$ cat src/rtl/tape_seq.sv
module tape_seq #(
  parameter int NDRV = 4,
  parameter int REC_DLY = 16,
  parameter int BYTE_DLY = 3,
  localparam int SW = (NDRV > 1) ? $clog2(NDRV) : 1,
  localparam int TMAX = (REC_DLY > BYTE_DLY) ? REC_DLY : BYTE_DLY,
  localparam int TW = $clog2(TMAX + 1)
) (
  input  logic            clk,
  input  logic            rst_n,
  input  logic            cmd_we,
  input  logic [SW-1:0]   cmd_unit,
  input  logic [7:0]      cmd_data,
  input  logic [SW-1:0]   stat_unit,
  output logic [7:0]      stat_data,
  input  logic [NDRV-1:0] unit_online,
  input  logic [NDRV-1:0] unit_wlock,
  input  logic [NDRV-1:0] unit_done,
  input  logic [NDRV-1:0] unit_mark,
  input  logic [NDRV-1:0] unit_fault,
  output logic [NDRV-1:0] irq
);

  localparam logic [5:0] OP_BSP = 6'h11;
  localparam logic [5:0] OP_SFR = 6'h13;
  localparam logic [5:0] OP_CLR = 6'h20;
  localparam logic [5:0] OP_RD  = 6'h21;
  localparam logic [5:0] OP_WR  = 6'h22;
  localparam logic [5:0] OP_SFF = 6'h23;
  localparam logic [5:0] OP_WFM = 6'h30;
  localparam logic [5:0] OP_REW = 6'h38;

  typedef enum logic [1:0] {ST_IDLE, ST_RUN, ST_EOM, ST_NMT} stage_t;

  stage_t          stage [NDRV];
  logic [5:0]      op    [NDRV];
  logic [TW-1:0]   tmr   [NDRV];
  logic            s_err, s_eof, s_busy, s_eom;
  logic [NDRV-1:0] eot, nmtn, arm, arm_nx, irq_q, mover;

  wire [5:0] cfn     = cmd_data[5:0];
  wire       is_clr  = cmd_we && (cfn == OP_CLR);
  wire       wr_kind = (cfn == OP_WR) || (cfn == OP_WFM);
  wire       code_ok = (cfn == OP_BSP) || (cfn == OP_SFR) || (cfn == OP_RD) ||
                       (cfn == OP_WR)  || (cfn == OP_SFF) || (cfn == OP_WFM) ||
                       (cfn == OP_REW);
  wire       accept  = cmd_we && !is_clr && code_ok && unit_online[cmd_unit] &&
                       !(wr_kind && unit_wlock[cmd_unit]) &&
                       (stage[cmd_unit] != ST_RUN);

  always_comb begin
    arm_nx = arm;
    if (cmd_we) begin
      case (cmd_data[7:6])
        2'b01:   arm_nx[cmd_unit] = 1'b1;
        2'b10:   arm_nx[cmd_unit] = 1'b0;
        default: ;
      endcase
    end
  end

  always_ff @(posedge clk) begin
    if (!rst_n) begin
      s_err  <= 1'b0;
      s_eof  <= 1'b0;
      s_eom  <= 1'b0;
      s_busy <= 1'b1;
      arm    <= '0;
      eot    <= '0;
      nmtn   <= '1;
      irq_q  <= '0;
      for (int i = 0; i < NDRV; i++) begin
        stage[i] <= ST_IDLE;
        op[i]    <= '0;
        tmr[i]   <= '0;
      end
    end else begin
      irq_q <= '0;
      arm   <= arm_nx;
      for (int i = 0; i < NDRV; i++) begin
        case (stage[i])
          ST_RUN: begin
            if (tmr[i] != '0) tmr[i] <= tmr[i] - 1'b1;
            else if (unit_done[i]) begin
              if (op[i] == OP_REW) begin
                stage[i] <= ST_IDLE;
                eot[i]   <= 1'b1;
                nmtn[i]  <= 1'b1;
                s_busy   <= 1'b0;
                if (arm[i]) irq_q[i] <= 1'b1;
              end else begin
                if (unit_fault[i]) s_err <= 1'b1;
                if ((op[i] == OP_WFM) ||
                    (unit_mark[i] && ((op[i] == OP_SFF) || (op[i] == OP_SFR) ||
                                      (op[i] == OP_RD)))) begin
                  s_eof <= 1'b1;
                  if (arm[i]) irq_q[i] <= 1'b1;
                end
                stage[i] <= ST_EOM;
                tmr[i]   <= TW'(REC_DLY);
              end
            end
          end
          ST_EOM: begin
            if (tmr[i] != '0) tmr[i] <= tmr[i] - 1'b1;
            else begin
              s_busy   <= 1'b0;
              s_eom    <= 1'b1;
              stage[i] <= ST_NMT;
              tmr[i]   <= TW'(REC_DLY);
              if (arm[i]) irq_q[i] <= 1'b1;
            end
          end
          ST_NMT: begin
            if (tmr[i] != '0) tmr[i] <= tmr[i] - 1'b1;
            else begin
              nmtn[i]  <= 1'b1;
              stage[i] <= ST_IDLE;
              if (arm[i]) irq_q[i] <= 1'b1;
            end
          end
          default: ;
        endcase
      end

      if (is_clr) begin
        s_busy <= 1'b1;
        s_err  <= 1'b0;
        s_eof  <= 1'b0;
        s_eom  <= 1'b0;
        arm    <= '0;
        nmtn   <= '1;
        irq_q  <= '0;
        for (int i = 0; i < NDRV; i++) stage[i] <= ST_IDLE;
      end else if (accept) begin
        for (int i = 0; i < NDRV; i++)
          if ((i != int'(cmd_unit)) && (stage[i] != ST_IDLE) && (op[i] != OP_REW))
            stage[i] <= ST_IDLE;
        stage[cmd_unit] <= ST_RUN;
        op[cmd_unit]    <= cfn;
        tmr[cmd_unit]   <= TW'(BYTE_DLY);
        eot[cmd_unit]   <= 1'b0;
        nmtn[cmd_unit]  <= 1'b0;
        s_busy <= !((cfn == OP_WR) || (cfn == OP_REW));
        s_err  <= 1'b0;
        s_eof  <= 1'b0;
        s_eom  <= 1'b0;
      end
    end
  end

  assign irq = irq_q;

  wire sel_on = unit_online[stat_unit];
  assign stat_data = sel_on ?
    {s_err, s_eof, eot[stat_unit], nmtn[stat_unit], s_busy,
     s_err | s_eof | nmtn[stat_unit], s_eom, 1'b0} :
    {s_err, s_eof, 2'b00, s_busy, s_err | s_eof, s_eom, 1'b1};

  always_comb
    for (int i = 0; i < NDRV; i++)
      mover[i] = (stage[i] != ST_IDLE) && (op[i] != OP_REW);

  a_r4_single_mover: assert property (@(posedge clk) disable iff (!rst_n)
    $countones(mover) <= 1);

  a_r7_eom_not_busy: assert property (@(posedge clk) disable iff (!rst_n)
    s_eom |-> !s_busy);

  for (genvar g = 0; g < NDRV; g++) begin : g_chk
    a_r10_irq_needs_arm: assert property (@(posedge clk) disable iff (!rst_n)
      irq_q[g] |-> $past(arm[g]));
    a_r8_eot_with_nmtn: assert property (@(posedge clk) disable iff (!rst_n)
      $rose(eot[g]) |-> nmtn[g]);
  end

endmodule

$ cat config.mk
export PLATFORM = sky130hd
export DESIGN_NAME = tape_seq
export DESIGN_NICKNAME = d
export VERILOG_FILES = /design/src/rtl/tape_seq.sv
export SDC_FILE = /design/constraint.sdc
export NUM_CORES = 1
export LEC_CHECK = 0
export BUFFER_PORTS_ARGS = -buffer_cell sky130_fd_sc_hd__buf_4
export CAP_MARGIN = 20
export CORE_MARGIN = 4
export CORE_UTILIZATION = 35
export DETAILED_ROUTE_END_ITERATION = 10
export GPL_TIMING_DRIVEN = 0
export PLACE_DENSITY = 0.5
export SLEW_MARGIN = 10
export SYNTH_ARGS = -nofsm -noshare
export SYNTH_HDL_FRONTEND = slang
export SYNTH_SLANG_ARGS = --single-unit
$ cat constraint.sdc
create_clock -name clk -period 6 [get_ports clk]
set_input_delay 1.2 -clock clk [delete_from_list [all_inputs] [get_ports clk]]
set_output_delay 1.2 -clock clk [all_outputs]
set_load 0.05 [all_outputs]
Word-level counts from Yosys, hierarchy flattened --
Memory sizes are Yosys's and may differ from the RTL's. Cells that the tools add are included.
Storage, ports and cells: bits in registers 20, latch bits 0, RAM bits 52, memory bits (read-only) 0, input bits 35, word-level logic and storage cells 530, memories kept 3
Memories:
- op | depth 4, width 6, read ports 4, clocked after Yosys merged registers in 0, write ports 4, line 36 | logic [5:0] op [NDRV];
- tmr | depth 4, width 5, read ports 4, clocked after Yosys merged registers in 0, write ports 5, line 37 | logic [TW-1:0] tmr [NDRV];
- stage | depth 4, width 2, read ports 5, clocked after Yosys merged registers in 0, write ports 5, line 35 | stage_t stage [NDRV];
Cells by class: add/sub/neg operators 4, multiply operators 0, divide/modulo/power cells 0, magnitude comparators 3, equal/unequal tests 50, shift operators 0, muxes and demuxes 349, bitwise operators 52, reductions and logical operators 61
Operator list (count):
- $mux W1 | 280
- $eq A6 B6 Y1 const B | 22
- $mux W5 | 20
- $mux W2 | 25
- $or A1 B1 Y1 | 46
- $eq A6 B5 Y1 const B | 6
- $ne A6 B6 Y1 const B | 4
- $pmux W1 S2 | 12
- $logic_and A1 B1 Y1 | 20
- $logic_or A1 B1 Y1 | 20
- $reduce_bool A5 Y1 | 4
- $sub A5 B1 Y5 const B | 4
- $eq A2 B2 Y1 const B | 9
- $and A4 B4 Y4 | 3
- $mux W4 | 3
- $mux W6 | 2
- $reduce_bool A2 Y1 | 6
- $bmux W1 S2 | 5
- $eq A2 B1 Y1 const B | 5
- $reduce_or A2 Y1 | 5
- $pmux W4 S2 | 1
- $lt A2 B3 Y1 const B | 2
- $reduce_or A6 Y1 | 1
- $ne A2 B2 Y1 const A | 2
- other kinds (10) | 12

Longest topological paths before layout --
word-level depth 25, depth in mapped cells 8

Least setup slack after synthesis --
OpenSTA, ideal clock, no wires.
path kind in2out, from input stat_unit[0], to output stat_data[2], arrival time 2.609 ns, required time 4.800 ns, path slack 2.191 ns, stages 3, cell sequence mux4_2 > and2_1 > or3_1
On the way: cells in the longest elaborated chain, start to end 4, elaborated cells on any way between the ends 6
RTL lines:
- start, declared | line 14 | input logic [SW-1:0] stat_unit,
- $bmux W1 S2 | line 157 | s_err | s_eof | nmtn[stat_unit], s_eom, 1'b0} :
- $mux W1 (not written as such) | line 157
- $or A1 B1 Y1 | line 157
- $mux W6 * | line 155 | assign stat_data = sel_on ?
- end, declared | line 15 | output logic [7:0] stat_data,
Every way passes the cells marked *; elsewhere a longest branch is shown, timed or not. The select of a mux whose other input is x is not followed.

Worst setup path after layout --
Same ends and word-level chain as after synthesis.

==> results.txt <==
After clock tree synthesis, the flow added hold-fix buffers numbering 0. The internal power of the cells totals 1260 uW. The share of the cycle needed by the critical path after routing is 0.613, and the count of input and output buffers is 45. The critical path is of the input pin to primary output type.

The via count of the first global-routing pass was 3779; the clock skew after layout was 5.39 ps. The floorplan has 40 rows. By instance count, the leading cell after synthesis is dfxtp_1.

The synthesized design contains 72 register bits. TritonCTS built the clock tree. The ratio of total power to cell area is 384 nW/um^2. The chip width came out at 120 microns. The fraction of layout instances using a drive strength above 1 is 0.188. The total area inside the core boundary comes to 12100 sq um. The H-tree generated during clock tree synthesis spans 3 levels. Detailed routing placed a total of 748 microns of wire on met3.

By area the synthesized netlist is led by dfxtp_1, edfxtp_1, ha_1. In this run the worst path has a maximum fanout of 3. The worst register-to-register path has a depth of 6.

The flow ran to the end, and the final reports show no timing, DRC or antenna violations. The root buffer cell chosen for the clock tree is clkbuf_16. Clock-pin slew was measured on the worst setup and hold paths at 60 ps. STA classifies the critical path endpoint as a primary output. Global routing finished with a remaining overflow of 0.

The tools report the static power due to leakage as 0.00211 uW. The mapped netlist covers 4370 sq um. The path class of the tightest hold or removal check is register to register.

The tools report the max-slew violation count as 0. For the last weighted congestion value of the routability-driven placer, the log shows 0.874. Setup repair after global routing left no endpoint under its margin. After the last flow step, the layout net total stands at 595. Across the VDD grid, the largest voltage drop is 149 uV.

The number of cells on the worst hold path is 2. Violation count after the first detailed-route iteration: 240. The first global-routing pass estimated 20.5 mm of wire.

Worst slew slack as a fraction of its limit: 0.297. The final routed wirelength across all metal layers came out at 13.1 mm. Yosys mapped a number of flops with a built-in enable equal to 24. The nature of the critical path startpoint is an input pin. The share of total power consumed by net switching is 0.375. The detail-routed via count per cell is 5.52, and the switching component of the power is 757 uW. Hold is met by 470 ps. The relative contribution of sequential cells to total power was 0.324. The final critical delay including setup and external delays was 3680 ps; the number of filler instances in the final layout was 1253.

In this run the remaining antenna-violating nets after routing total 0. Dividing the synthesized area by the synthesized cell count gives 9.16 sq um. The run gives 0.284 as the share of power burned in the clock network. After routing the design area is 5250 sq um.

In the detailed route, the total length drawn on met2 is 5.74 mm. In this run, distinct cell masters in the synthesized netlist total 75. The logs give 477 for the synthesized instance count and 0 for the count of instances resized after the clock tree is built. Overall die area: 14300 sq um. Cell area reported after detailed placement: 4940 sq um.

Share of the synthesized area in the top cell type: 0.220. Post-synthesis sequential area ratio: 0.385. For the worst setup path, the data arrival time is 2480 ps. Counting the buffers created by CTS gives 9. The vertical extent of the die was 120 microns; the combinational share of power was 0.392. The async set-or-reset flop fraction in the synthesized netlist was 0; the final routed DRC violation total was 0. The logs give 0 for the max-cap violation count and 0.361 for the effective utilization at floorplan. The routed length on met1 was 6.26 mm.

The cell type with the highest aggregate area in the netlist was dfxtp_1. For this run, the top clock speed supported by timing is 0.272 GHz. The routed layout has 3928 vias.

The highest layer touched by signal routing is met4. Dividing the detail-routed wire length by the instance count gives 18.5 microns. The number of ports placed on the die boundary is 47, and the clock latency on the worst-skew pair is 340 ps. Number of synthesis warnings: 0.

For the pin count of the biggest net entering global routing, the log shows 13. The number of buffers between clock root and the deepest sink was 2; the layout-stage area growth over the synthesis result was 20.1%. In this run the post-CTS setup repair buffer count came out at 0.

0 antenna diodes ended up in the layout. Setup violations remaining at the end of the flow were counted as 0. The final number of hold-violating endpoints is 0, and the global-route usage over all layers is 0.185.

The initial antenna violation count is 0, and the final HPWL from detailed placement is 9.79 mm. The most used flip-flop cell after synthesis is dfxtp_1. Summed over all failing endpoints, the final setup total negative slack is 0 ps. Ranked by instance count, the synthesized netlist is headed by dfxtp_1, a21oi_1, nor2_1, o21ai_0, inv_1. The first TritonRoute pass finished after 5 iterations. For the worst setup path, the data required time is 4800 ps. Counting every sink on the clock net gives 72.

The measured slew at the worst slew-check pin is 1040 ps.
power groups by stage:
stage | clock, uW | sequential, uW | combinational, uW
6_report | 573 | 654 | 791
5_1_grt | 603 | 666 | 881
4_1_cts | 585 | 654 | 786
3_5_place_dp | 0 | 663 | 779
3_3_place_gp | 0 | 659 | 778
2_1_floorplan | 0 | 642 | 586
through the flow:
| stage | util | instances | worst slack, ps | total power, uW |
|---|---|---|---|---|
| 4_1_cts | 0.434 | 711 | 2300 | 2020 |
| 5_1_grt | 0.434 | 711 | 2170 | 2150 |
| 3_3_place_gp | 0.407 | 693 | 2020 | 1440 |
| 6_report | 0.434 | 711 | 2320 | 2020 |
| 2_1_floorplan | - | 480 | 2190 | 1230 |
| 3_5_place_dp | 0.408 | 695 | 2000 | 1440 |
critical path, cell delays in order:
cell	delay, ps
buf_4	110
mux4_2	490
and2_1	180
or3_1	300
buf_4	200
cell families after synthesis:
family	synth area share
buf+inv	0.0515
flops	0.385
compound gates	0.219
simple gates	0.252
xor+xnor	0.00601
fa+ha+maj	0.0630
other cells	0.000858
mux	0.0229
path summary, 6_finish.rpt:
| kind | startpoint | to | slack, ps |
|---|---|---|---|
| max | stat_unit[0] | stat_data[2] | 2320 |
| min | eot[0] | eot[0] | 470 |
| max reg2reg | stage[0][0] | op[2][2] | 3360 |
| min reg2reg | eot[0] | eot[0] | 470 |
routing by layer:
layer	global-route usage	vias to the layer above
met4	0.0809	0
met2	0.285	125
li1	-	1915
met5	0	-
met3	0.0320	23
met1	0.255	1865
area by class of cell:
cell class	instances	area, sq um	area share
multi-input cells	359	2480	0.471
flip-flops and latches	72	1680	0.320
repair buffers	47	348	0.0662
clock buffers	9	225	0.0429
well taps	168	210	0.0400
plain buffers	21	120	0.0229
inverters	28	105	0.0200
clock inverters	7	86.3	0.0164
registers in the layout, indices dropped and copies added, names as in the netlist, named ones only:
| register | flops |
|---|---|
| s_busy | 1 |
| op | 24 |
| irq | 4 |
| s_eom | 1 |
| stage | 8 |
| nmtn | 4 |
| eot | 4 |
| s_err | 1 |
| tmr | 20 |
| s_eof | 1 |
cell usage in the layout (no fill, tap or decap), types with 4 or more instances in the layout:
| cell type | instances |
|---|---|
| a211o_1 | 4 |
| clkbuf_1 | 8 |
| and2_1 | 14 |
| a311oi_1 | 5 |
| nor3_1 | 10 |
| o31ai_1 | 4 |
| nor2_1 | 33 |
| ha_1 | 22 |
| inv_1 | 28 |
| buf_4 | 50 |
| o211ai_1 | 7 |
| clkbuf_16 | 9 |
| nand3_1 | 8 |
| nand2b_1 | 5 |
| nor2b_1 | 7 |
| mux4_2 | 4 |
| nand4_1 | 5 |
| nand2_1 | 27 |
| a21oi_1 | 39 |
| a211oi_1 | 10 |
| edfxtp_1 | 24 |
| a31oi_1 | 4 |
| buf_2 | 8 |
| nor4b_1 | 4 |
| dfxtp_1 | 48 |
| and3_1 | 13 |
| nand4b_1 | 7 |
| or3_1 | 9 |
| or2_2 | 5 |
| nand3b_1 | 4 |
| o21ai_0 | 30 |
| conb_1 | 4 |
Power figures use the tool's default switching activity.
